`src/rtl/rtc_irq_pkg.sv`:
```
package rtc_irq_pkg;
  localparam int DATA_W   = 8;
  localparam int BIT_SUM  = 7;
  localparam int BIT_PER  = 6;
  localparam int BIT_ALM  = 5;
  localparam int BIT_UPD  = 4;

  typedef enum logic [1:0] {
    SEL_RATE  = 2'd0,
    SEL_CTRL  = 2'd1,
    SEL_FLAGS = 2'd2,
    SEL_NONE  = 2'd3
  } reg_sel_e;

  // one bit per event source: [2] periodic, [1] alarm, [0] update-ended
  typedef struct packed {
    logic per;
    logic alm;
    logic upd;
  } evt_t;
endpackage

```
`src/rtl/rtc_ref_prescaler.sv`:
```
module rtc_ref_prescaler #(
  parameter int DIV = 1
) (
  input  logic clk,
  input  logic rst_n,
  output logic ref_tick
);
  localparam int CW = (DIV > 1) ? $clog2(DIV) : 1;
  localparam logic [CW-1:0] LAST = CW'(DIV - 1);

  logic [CW-1:0] cnt_q;

  assign ref_tick = (cnt_q == LAST);

  always_ff @(posedge clk) begin
    if (!rst_n)        cnt_q <= '0;
    else if (ref_tick) cnt_q <= '0;
    else               cnt_q <= cnt_q + 1'b1;
  end
endmodule

```
`src/rtl/rtc_periodic_gen.sv`:
```
module rtc_periodic_gen #(
  parameter int RATE_W = 4
) (
  input  logic              clk,
  input  logic              rst_n,
  input  logic              ref_tick,
  input  logic [RATE_W-1:0] rate,
  output logic              pulse
);
  localparam int CHAIN_W = (2 ** RATE_W) - 1;

  logic [CHAIN_W-1:0] chain_q;
  logic [CHAIN_W-1:0] mask;

  // code n compares the low n-1 stages, giving a period of 2^(n-1) ticks
  always_comb begin
    for (int i = 0; i < CHAIN_W; i++) begin
      mask[i] = ((i + 1) < int'(rate));
    end
  end

  assign pulse = ref_tick && (rate != '0) && ((chain_q & mask) == mask);

  always_ff @(posedge clk) begin
    if (!rst_n)        chain_q <= '0;
    else if (ref_tick) chain_q <= chain_q + 1'b1;
  end
endmodule

```
`src/rtl/rtc_flag_unit.sv`:
```
module rtc_flag_unit
  import rtc_irq_pkg::*;
(
  input  logic clk,
  input  logic rst_n,
  input  evt_t events,
  input  logic clear,
  input  evt_t enables,
  output evt_t flags,
  output logic summary
);
  evt_t flags_q;

  // a clearing read wipes old flags, but events of the same cycle land on top
  always_ff @(posedge clk) begin
    if (!rst_n) flags_q <= '0;
    else        flags_q <= (clear ? evt_t'('0) : flags_q) | events;
  end

  assign flags   = flags_q;
  assign summary = |(flags_q & enables);
endmodule

```
`src/rtl/rtc_irq_ctrl.sv`:
```
module rtc_irq_ctrl
  import rtc_irq_pkg::*;
#(
  parameter int RATE_W     = 4,
  parameter int REF_DIV    = 1,
  parameter int RESET_RATE = 6
) (
  input  logic              clk,
  input  logic              rst_n,
  input  logic [1:0]        reg_sel,
  input  logic              reg_wr,
  input  logic              reg_rd,
  input  logic [DATA_W-1:0] reg_wdata,
  output logic [DATA_W-1:0] reg_rdata,
  input  logic              alarm_hit,
  input  logic              update_done,
  output logic              irq_n
);
  localparam logic [RATE_W-1:0] RATE_INIT = RATE_W'(RESET_RATE);

  logic              ref_tick;
  logic              per_pulse;
  logic [RATE_W-1:0] rate_q;
  evt_t              en_q;
  evt_t              flag_vec;
  evt_t              evt_in;
  logic              summary;
  logic              rd_flags;
  logic [DATA_W-1:0] rd_next;
  reg_sel_e          sel;

  assign sel      = reg_sel_e'(reg_sel);
  assign rd_flags = reg_rd && (sel == SEL_FLAGS);
  assign evt_in   = '{per: per_pulse, alm: alarm_hit, upd: update_done};

  rtc_ref_prescaler #(.DIV(REF_DIV)) presc_i (
    .clk      (clk),
    .rst_n    (rst_n),
    .ref_tick (ref_tick)
  );

  rtc_periodic_gen #(.RATE_W(RATE_W)) pgen_i (
    .clk      (clk),
    .rst_n    (rst_n),
    .ref_tick (ref_tick),
    .rate     (rate_q),
    .pulse    (per_pulse)
  );

  rtc_flag_unit flags_i (
    .clk     (clk),
    .rst_n   (rst_n),
    .events  (evt_in),
    .clear   (rd_flags),
    .enables (en_q),
    .flags   (flag_vec),
    .summary (summary)
  );

  always_ff @(posedge clk) begin
    if (!rst_n) begin
      rate_q <= RATE_INIT;
      en_q   <= '0;
    end else if (reg_wr) begin
      case (sel)
        SEL_RATE: rate_q <= reg_wdata[RATE_W-1:0];
        SEL_CTRL: en_q   <= '{per: reg_wdata[BIT_PER],
                              alm: reg_wdata[BIT_ALM],
                              upd: reg_wdata[BIT_UPD]};
        default: ;
      endcase
    end
  end

  always_comb begin
    rd_next = '0;
    case (sel)
      SEL_RATE: rd_next[RATE_W-1:0] = rate_q;
      SEL_CTRL: begin
        rd_next[BIT_PER] = en_q.per;
        rd_next[BIT_ALM] = en_q.alm;
        rd_next[BIT_UPD] = en_q.upd;
      end
      SEL_FLAGS: begin
        rd_next[BIT_SUM] = summary;
        rd_next[BIT_PER] = flag_vec.per;
        rd_next[BIT_ALM] = flag_vec.alm;
        rd_next[BIT_UPD] = flag_vec.upd;
      end
      default: rd_next = '0;
    endcase
  end

  always_ff @(posedge clk) begin
    if (!rst_n)      reg_rdata <= '0;
    else if (reg_rd) reg_rdata <= rd_next;
  end

  assign irq_n = ~summary;
endmodule

```
`config.mk`:
```
export PLATFORM = sky130hd
export DESIGN_NAME = rtc_irq_ctrl
export DESIGN_NICKNAME = d
export VERILOG_FILES = /design/src/rtl/rtc_irq_pkg.sv /design/src/rtl/rtc_ref_prescaler.sv /design/src/rtl/rtc_periodic_gen.sv /design/src/rtl/rtc_flag_unit.sv /design/src/rtl/rtc_irq_ctrl.sv
export SDC_FILE = /design/constraint.sdc
export NUM_CORES = 1
export LEC_CHECK = 0
export BUFFER_PORTS_ARGS = -buffer_cell sky130_fd_sc_hd__buf_2
export CAP_MARGIN = 20
export CORE_MARGIN = 2
export CORE_UTILIZATION = 50
export CTS_CLUSTER_DIAMETER = 200
export DETAILED_ROUTE_END_ITERATION = 16
export PLACE_DENSITY = 0.72
export SYNTH_ARGS = -nofsm -noshare
export SYNTH_HDL_FRONTEND = slang
export SYNTH_SLANG_ARGS = --single-unit
```
`constraint.sdc`:
```
create_clock -name clk -period 4 [get_ports clk]
set_input_delay 0.8 -clock clk [delete_from_list [all_inputs] [get_ports clk]]
set_output_delay 0.8 -clock clk [all_outputs]
set_load 0.02 [all_outputs]
```
Yosys cells after proc, flatten, opt, wreduce, memory -nomap -nowiden

Index checks and enable logic that the tools add are counted.

Register bits after elaboration: 34
Latch bits: 0
Memory bits (writable): 0
Bits in read-only memories: 0
Output and inout port bits: 9
Word-level logic and storage cells: 47
Memories kept: 0

Add/sub/neg operators: 2
Multiply operators: 0
Div/mod/pow operators: 0
Order comparisons: 14
Equality and inequality tests: 3
Shifts and indexed selects: 0
Multiplexer cells: 4
Bitwise operators: 5
Reductions and logical operators: 9

Operators by type and width:

| operator                                                                     | count |
|---|---|
| 4-bit less-than comparator (first input constant)                            | 7 |
| 3-bit by 4-bit less-than comparator with 1-bit output (first input constant) | 4 |
| 15-bit by 1-bit adder with 15-bit output (second input constant)             | 1 |
| 15-bit by 14-bit AND with 15-bit output                                      | 1 |
| 15-bit by 14-bit == test with 1-bit output                                   | 1 |
| 2-bit by 4-bit less-than comparator with 1-bit output (first input constant) | 2 |
| 3-bit case mux with 2 select lines                                           | 1 |
| 2-bit AND reduction                                                          | 3 |
| 1-bit by 4-bit less-than comparator with 1-bit output (first input constant) | 1 |
| 4-bit two-way mux                                                            | 1 |
| 4-bit nonzero test                                                           | 1 |
| 3-bit AND                                                                    | 1 |
| 1-bit logical AND                                                            | 3 |
| 3-bit two-way mux                                                            | 1 |
| 3-bit OR                                                                     | 1 |
| 3-bit OR reduction                                                           | 1 |
| 2-bit by 1-bit == test with 1-bit output (second input constant)             | 1 |
| 2-bit == test (second input constant)                                        | 1 |
| 2-bit logical NOT                                                            | 1 |
| 1-bit NOT                                                                    | 2 |
| 1-bit adder (second input constant)                                          | 1 |
| 1-bit two-way mux                                                            | 1 |

Depth between registers and ports, before layout

Gate-level depths: netlist of run 1.

Depth after elaboration: 5
Mapped depth: 6
Depth with buffers taken out: 6

Modules after synthesis

Synthesis of run 1 repeated with hierarchy kept, for this count alone.

Cells, all modules: 176
Area total of the unflattened synthesis: 1,619.1 um^2

By module, submodules not included:

| module            | instances | cells an instance | area an instance (um^2) | seq. area each (um^2) |
|---|---|---|---|---|
| rtc_periodic_gen  | 1         | 90                | 774.5                   | 280.3 |
| rtc_irq_ctrl      | 1         | 72                | 701.9                   | 300.3 |
| rtc_flag_unit     | 1         | 11                | 115.1                   | 60.1 |
| rtc_ref_prescaler | 1         | 3                 | 27.5                    | 20.0 |

Worst setup path before layout of run 1

OpenSTA, ideal clock, no wires.

Path kind: register to output
From: register flags_i.flags_q, in the netlist flags_i.flags[0]
To: output port irq_n
Arrival time: 1.037 ns
Required time: 3.200 ns
Path slack: 2.163 ns
Cell stages (with the launch flop): 2
Path buffers: 0
Path through: dfxtp_1 -> a222oi_1

Word-level cells in the longest chain between the ends: 3

RTL lines:

| item                     | RTL line            | RTL |
|---|---|---|
| start: declaration       | rtc_flag_unit.sv:12 | `evt_t flags_q;` |
| start signal: assignment | rtc_flag_unit.sv:17 | `else flags_q <= (clear ? evt_t'('0) : flags_q) \| events;` |
| 3-bit AND                | rtc_flag_unit.sv:21 | `assign summary = \|(flags_q & enables);` |
| 3-bit OR reduction       | rtc_flag_unit.sv:21 |  |
| 1-bit NOT                | rtc_irq_ctrl.sv:99  | `assign irq_n = ~summary;` |
| end: declaration         | rtc_irq_ctrl.sv:17  | `output logic irq_n` |

No other way between the ends.

Worst setup path after layout of run 1

Same ends and word-level chain as after synthesis.

==> results of run 1 <==
-- state kept, by name, indices dropped and copies added (netlist names) --
name            count
en_q                3
rate_q              4
pgen_i.chain_q     14
flags_i.flags       3
reg_rdata           8
presc_i.cnt_q       1
-- routing by layer --
layer	share of wire	up-vias
met2	0.46	29
met4	0.019	0
met5	0	-
met3	0.052	6
li1	-	660
met1	0.47	597
-- logic make-up after synthesis --
group | after synthesis | share of synthesized area
xor+xnor | 11 | 0.0595
flops | 33 | 0.408
compound gates | 35 | 0.149
fa+ha+maj | 5 | 0.0378
mux | 2 | 0.0131
buf+inv | 21 | 0.0602
other cells | 1 | 0.00231
simple gates | 74 | 0.270
-- cell usage in the layout, fill, tap and decap left out, types with 2 or more instances in the layout --
| cell type | instances |
|---|---|
| dfxtp_1 | 33 |
| buf_2 | 23 |
| nand2_1 | 17 |
| nand3_1 | 16 |
| and2_1 | 14 |
| a21boi_0 | 13 |
| inv_1 | 9 |
| xnor2_1 | 9 |
| nand2b_1 | 7 |
| o21ai_0 | 6 |
| clkbuf_4 | 5 |
| o22ai_1 | 4 |
| nor2b_1 | 4 |
| ha_1 | 4 |
| nor2_1 | 3 |
| nand4_1 | 3 |
| a21oi_1 | 3 |
| a22oi_1 | 3 |
| or3_1 | 2 |
| nor3_2 | 2 |
| xor2_1 | 2 |
| clkinv_2 | 2 |
-- through the flow --
| stage | util | setup WS, ns |
|---|---|---|
| after floorplan | - | 2.16 |
| after global placement | 0.562 | 2.22 |
| after detailed placement | 0.562 | 2.16 |
| after CTS | 0.579 | 1.81 |
| after global routing | 0.579 | 1.77 |
| final | 0.579 | 1.84 |
-- how the worst max path moves through the flow --
stage,startpoint,end,slack [ns]
after floorplan,flags_i.flags[0]$_SDFF_PN0_,irq_n,2.16
after global placement,reg_sel[1],reg_rdata[6]$_SDFFE_PN0P_,2.22
after detailed placement,reg_sel[1],reg_rdata[5]$_SDFFE_PN0P_,2.16
after CTS,flags_i.flags[0]$_SDFF_PN0_,irq_n,1.81
after global routing,en_q[0]$_SDFFE_PN0P_,irq_n,1.77
final,flags_i.flags[0]$_SDFF_PN0_,irq_n,1.84
-- critical path, delay by kind of cell (launching register included) --
family	cells	cell delay, ns
compound gates	1	0.44
buf+inv	1	0.24
flops	1	0.35
-- power by group --
| part | switching (mW) | internal, mW |
|---|---|---|
| Clock | 0.114 | 0.0668 |
| Combinational | 0.0250 | 0.0225 |
| Sequential | 0.0123 | 0.337 |
| Total | 0.151 | 0.426 |
-- area by class of cell --
cell class                 instances  area [µm²]
fill                             292        1300
multi-input combinational        128         862
sequential                        33         661
timing repair buffer              23         115
tap                               44        55.1
clock buffer                       6        41.3
inverter                          10        37.5
clock inverter                     2        10.0
==> reports/summary.txt, run 1 <==
Outcome: complete, no violations
R2r setup slk: 2.40 ns
Sequential area share after synthesis: 0.408
Layer with the highest usage: met2
P_leak: 0.711 nW
Post-synth EDFFs: 0
Cell area after synthesis: 1620 µm²
Syn Inst Count: 182
Min-delay src: reg_rdata[1]$_SDFFE_PN0P_
Wire length per cell: 12.6 µm
TNS Setup: 0 ns
Total setup buffers inserted after CTS: 0
Initial antenna violation count: 0
Chip height: 60.9 µm
Worst clock skew: 0.0124 ns
RSZ-0062 raised after global routing: false
Die width: 60.9 µm
IO Count: 25
FFs w/ async S/R, synth: 0
R2R Path End: pgen_i.chain_q[12]$_SDFFE_PN0N_
Vias in the first global route: 1269
DRC: 0
Power per cell area: 324 nW/µm²
Starting Density: 0.526
Dominant cells by area after synthesis: dfxtp_1 (41%), a21boi_0 (6.0%), and2_1 (5.4%)
Antenna Cells: 0
Peak VDD IR: 0.203 mV
Final Instance Area: 1780 µm²
Post-cts sizing count: 0
PortBufs: 23
Dpl hpwl: 2220 µm
Synthesized Nets: 202
Hold Path Sink: reg_rdata[1]$_SDFFE_PN0P_
Final hold vios: 0
Crit Path Class: reg2out
Routed vias/inst: 5.25
Highest clock rate: 462 MHz
Top cells by count, synth: dfxtp_1 (33), nand2_1 (17), nand3_1 (16)
Share of cells above drive strength 1: 0.188
GR Util met1: 0.248
Die area: 3710 µm²
Cell type with the largest total area after synthesis: dfxtp_1
Final Wtd Congestion: 0.818
Area post-placement: 1730 µm²
Share of the synthesized area in the top cell type: 0.408
First-pass GRT wire length: 5420 µm
CP Capture Type: output port
Worst-skew pair later-pin latency: 0.35 ns
Period utilization: 0.541
CTS max path bufs: 2
Clock buffer count from CTS: 5
Yosys reg bits: 33
GRT Util Overall: 0.201
Met3 Use GR: 0.0789
Non-Filler Instances: 246
Tmin final: 2.16 ns
Final ANT Viol Nets: 0
Worst Path Arrival: 1.36 ns
Slowest stage cell, crit path: a222oi_1
CTS HTree Levels: 2
TritonCTS clock tree: done
Starting DRC count in detailed routing: 64
Worst endpoint required time: 3.20 ns
# clock sinks: 33
Finish-stage setup viols: 0
CTS clk-pin slew, worst paths: 0.10 ns
Avg Inst Size Synth: 8.90 µm²
R2R depth: 6
Syn. warnings: 0
Startpoint types: flip-flop
Max Slew Vio Count: 0
Hold_buf cts: 0
Grt total ovfl: 0
Crit path max fanout: 3
Post-synth top flop: dfxtp_1
Largest net degree at the start of global routing: 34
Pwr Total: 577 µW
Met2 GRT Util: 0.304
Area growth syn-to-layout: 9.96%
Yosys cell types: 39
Core Rows: 20
Worst Hold Class: reg2reg
Post-layout net count: 221
Pre-Repair DR Iteration Count: 4
DR vias: 1292
Number of max-cap violations: 0
Most frequent cell after synthesis: dfxtp_1
Worst hold slack: 0.488 ns
Largest stage delay on the critical path: 0.44 ns
Clock tree root buffer cell: clkbuf_4
Placeable Area: 3080 µm²
Placed cells: 238
Detailed Route WL: 3090 µm
Worst r2r src: pgen_i.chain_q[1]$_SDFFE_PN0N_
Worst-path cell chain: a222oi_1 -> buf_2
Hold path depth: 2
No activity file was read; power rests on OpenSTA's default activity.
==> run 2, diff against run 1 <==
- clock period: 4 -> 2.2 ns (I/O delays scaled with it)
==> run 2 against run 1 <==
First-iteration DRC count fell by 6.3%. Clock-buffer cell count up 1. Sequential share of layout area fell by 0.39 points. Global-route usage decreased by 0.65 points. Flip-flop and latch count is the same. Largest cell class unchanged.
==> reports/summary.txt, run 2 (synthesis results as in run 1) <==
Flip-flop count of the largest register after layout: 14
Placed cells: 238
Worst clock skew: 0.00604 ns
CP Capture Type: output port
Largest net degree at the start of global routing: 34
Final Instance Area: 1800 µm²
Detailed Route WL: 3170 µm
Peak VDD IR: 0.394 mV
Min-delay src: update_done
Hold_buf cts: 0
Max Slew Vio Count: 0
R2R depth: 6
Critical path origin: flags_i.flags[0]$_SDFF_PN0_
# clock sinks: 33
Area growth syn-to-layout: 11.1%
Period utilization: 0.810
Crit path max fanout: 3
Power per cell area: 621 nW/µm²
P_leak: 0.721 nW
Worst-skew pair later-pin latency: 0.34 ns
Final core occ: 0.585
Wire length per cell: 12.9 µm
Pre-Repair DR Iteration Count: 4
Hold Path Sink: flags_i.flags[0]$_SDFF_PN0_
Chip height: 60.9 µm
Vias in the first global route: 1248
Die area: 3710 µm²
Startpoint types: flip-flop
TNS Setup: 0 ns
Post-layout net count: 221
Biggest register: pgen_i.chain_q
Worst Hold Class: in2reg
Worst Path Arrival: 1.34 ns
Grt total ovfl: 0
Dpl hpwl: 2320 µm
CTS max path bufs: 2
Most common cell after layout, fill and taps aside: dfxtp_1
TritonCTS clock tree: done
Starting Density: 0.526
Initial antenna violation count: 0
Crit Path Class: reg2out
Most frequent cells in the layout: dfxtp_1 (33), buf_2 (23), nand2_1 (17)
RSZ-0062 raised after global routing: false
First-pass GRT wire length: 5200 µm
Placeable Area: 3080 µm²
Number of max-cap violations: 0
Starting DRC count in detailed routing: 60
Worst endpoint required time: 1.76 ns
Final hold vios: 0
GRT Util Overall: 0.195
Final Wtd Congestion: 0.809
Finish-stage setup viols: 0
Non-Filler Instances: 246
Core Rows: 20
CTS clk-pin slew, worst paths: 0.10 ns
Biggest regs: pgen_i.chain_q x14, reg_rdata x8, rate_q x4
Post-cts sizing count: 0
Worst r2r src: pgen_i.chain_q[1]$_SDFFE_PN0N_
DR vias: 1316
Clock tree root buffer cell: clkbuf_4
Outcome: complete, no violations
Routed vias/inst: 5.35
Antenna Cells: 0
Final ANT Viol Nets: 0
Highest clock rate: 561 MHz
IO Count: 25
Tmin final: 1.78 ns
PortBufs: 23
CTS HTree Levels: 2
R2R Path End: pgen_i.chain_q[10]$_SDFFE_PN0N_
Die width: 60.9 µm
Clock buffer count from CTS: 5
Total setup buffers inserted after CTS: 0
Hold path depth: 3
R2r setup slk: 0.61 ns
Area post-placement: 1730 µm²
Share of cells above drive strength 1: 0.193
DRC: 0
[run 2: final cells by class]
cell class,instances,area [µm²]
fillers,293,1280
multi-input cells,128,862
flip-flops and latches,33,661
repair buffers,23,115
clock buffers,7,65.1
well taps,44,55.1
inverters,10,37.5
clock inverters,1,5.00
[run 2: report_power, final]
group	leakage (nW)	internal (mW)	switching, mW
clock	0.0413	0.185	0.211
combinational	0.411	0.0407	0.0460
sequential	0.268	0.612	0.0228
total	0.721	0.838	0.279
[run 2: how the worst max path moves through the flow]
stage,slack (ns),to,depth (start not counted)
after floorplan,0.70,reg_rdata[7]$_SDFFE_PN0P_,3
after global placement,0.65,pgen_i.chain_q[12]$_SDFFE_PN0N_,6
after detailed placement,0.59,pgen_i.chain_q[10]$_SDFFE_PN0N_,6
after CTS,0.41,irq_n,2
after global routing,0.36,irq_n,2
final,0.42,irq_n,2
[run 2: metal layers]
| layer | track usage | wire length, µm | vias to the layer above |
|---|---|---|---|
| li1 | - | - | 658 |
| met1 | 0.222 | 1500 | 626 |
| met2 | 0.320 | 1500 | 27 |
| met3 | 0.0768 | 126 | 5 |
| met4 | 0.0932 | 45 | 0 |
| met5 | 0 | 0 | - |
[run 2: per-stage QoR]
| stage | hold slack [ns] | setup slack (ns) | power [mW] |
|---|---|---|---|
| floorplan | 0.456 | 0.702 | 0.706 |
| global placement | 0.460 | 0.647 | 0.729 |
| detailed placement | 0.479 | 0.592 | 0.735 |
| CTS | 0.321 | 0.406 | 1.13 |
| global route | 0.337 | 0.356 | 1.17 |
| finish | 0.334 | 0.418 | 1.12 |
[run 2: critical path, stage by stage (launching register included)]
cell      delay [ns]
dfxtp_1         0.35
a222oi_1        0.42
buf_2           0.24
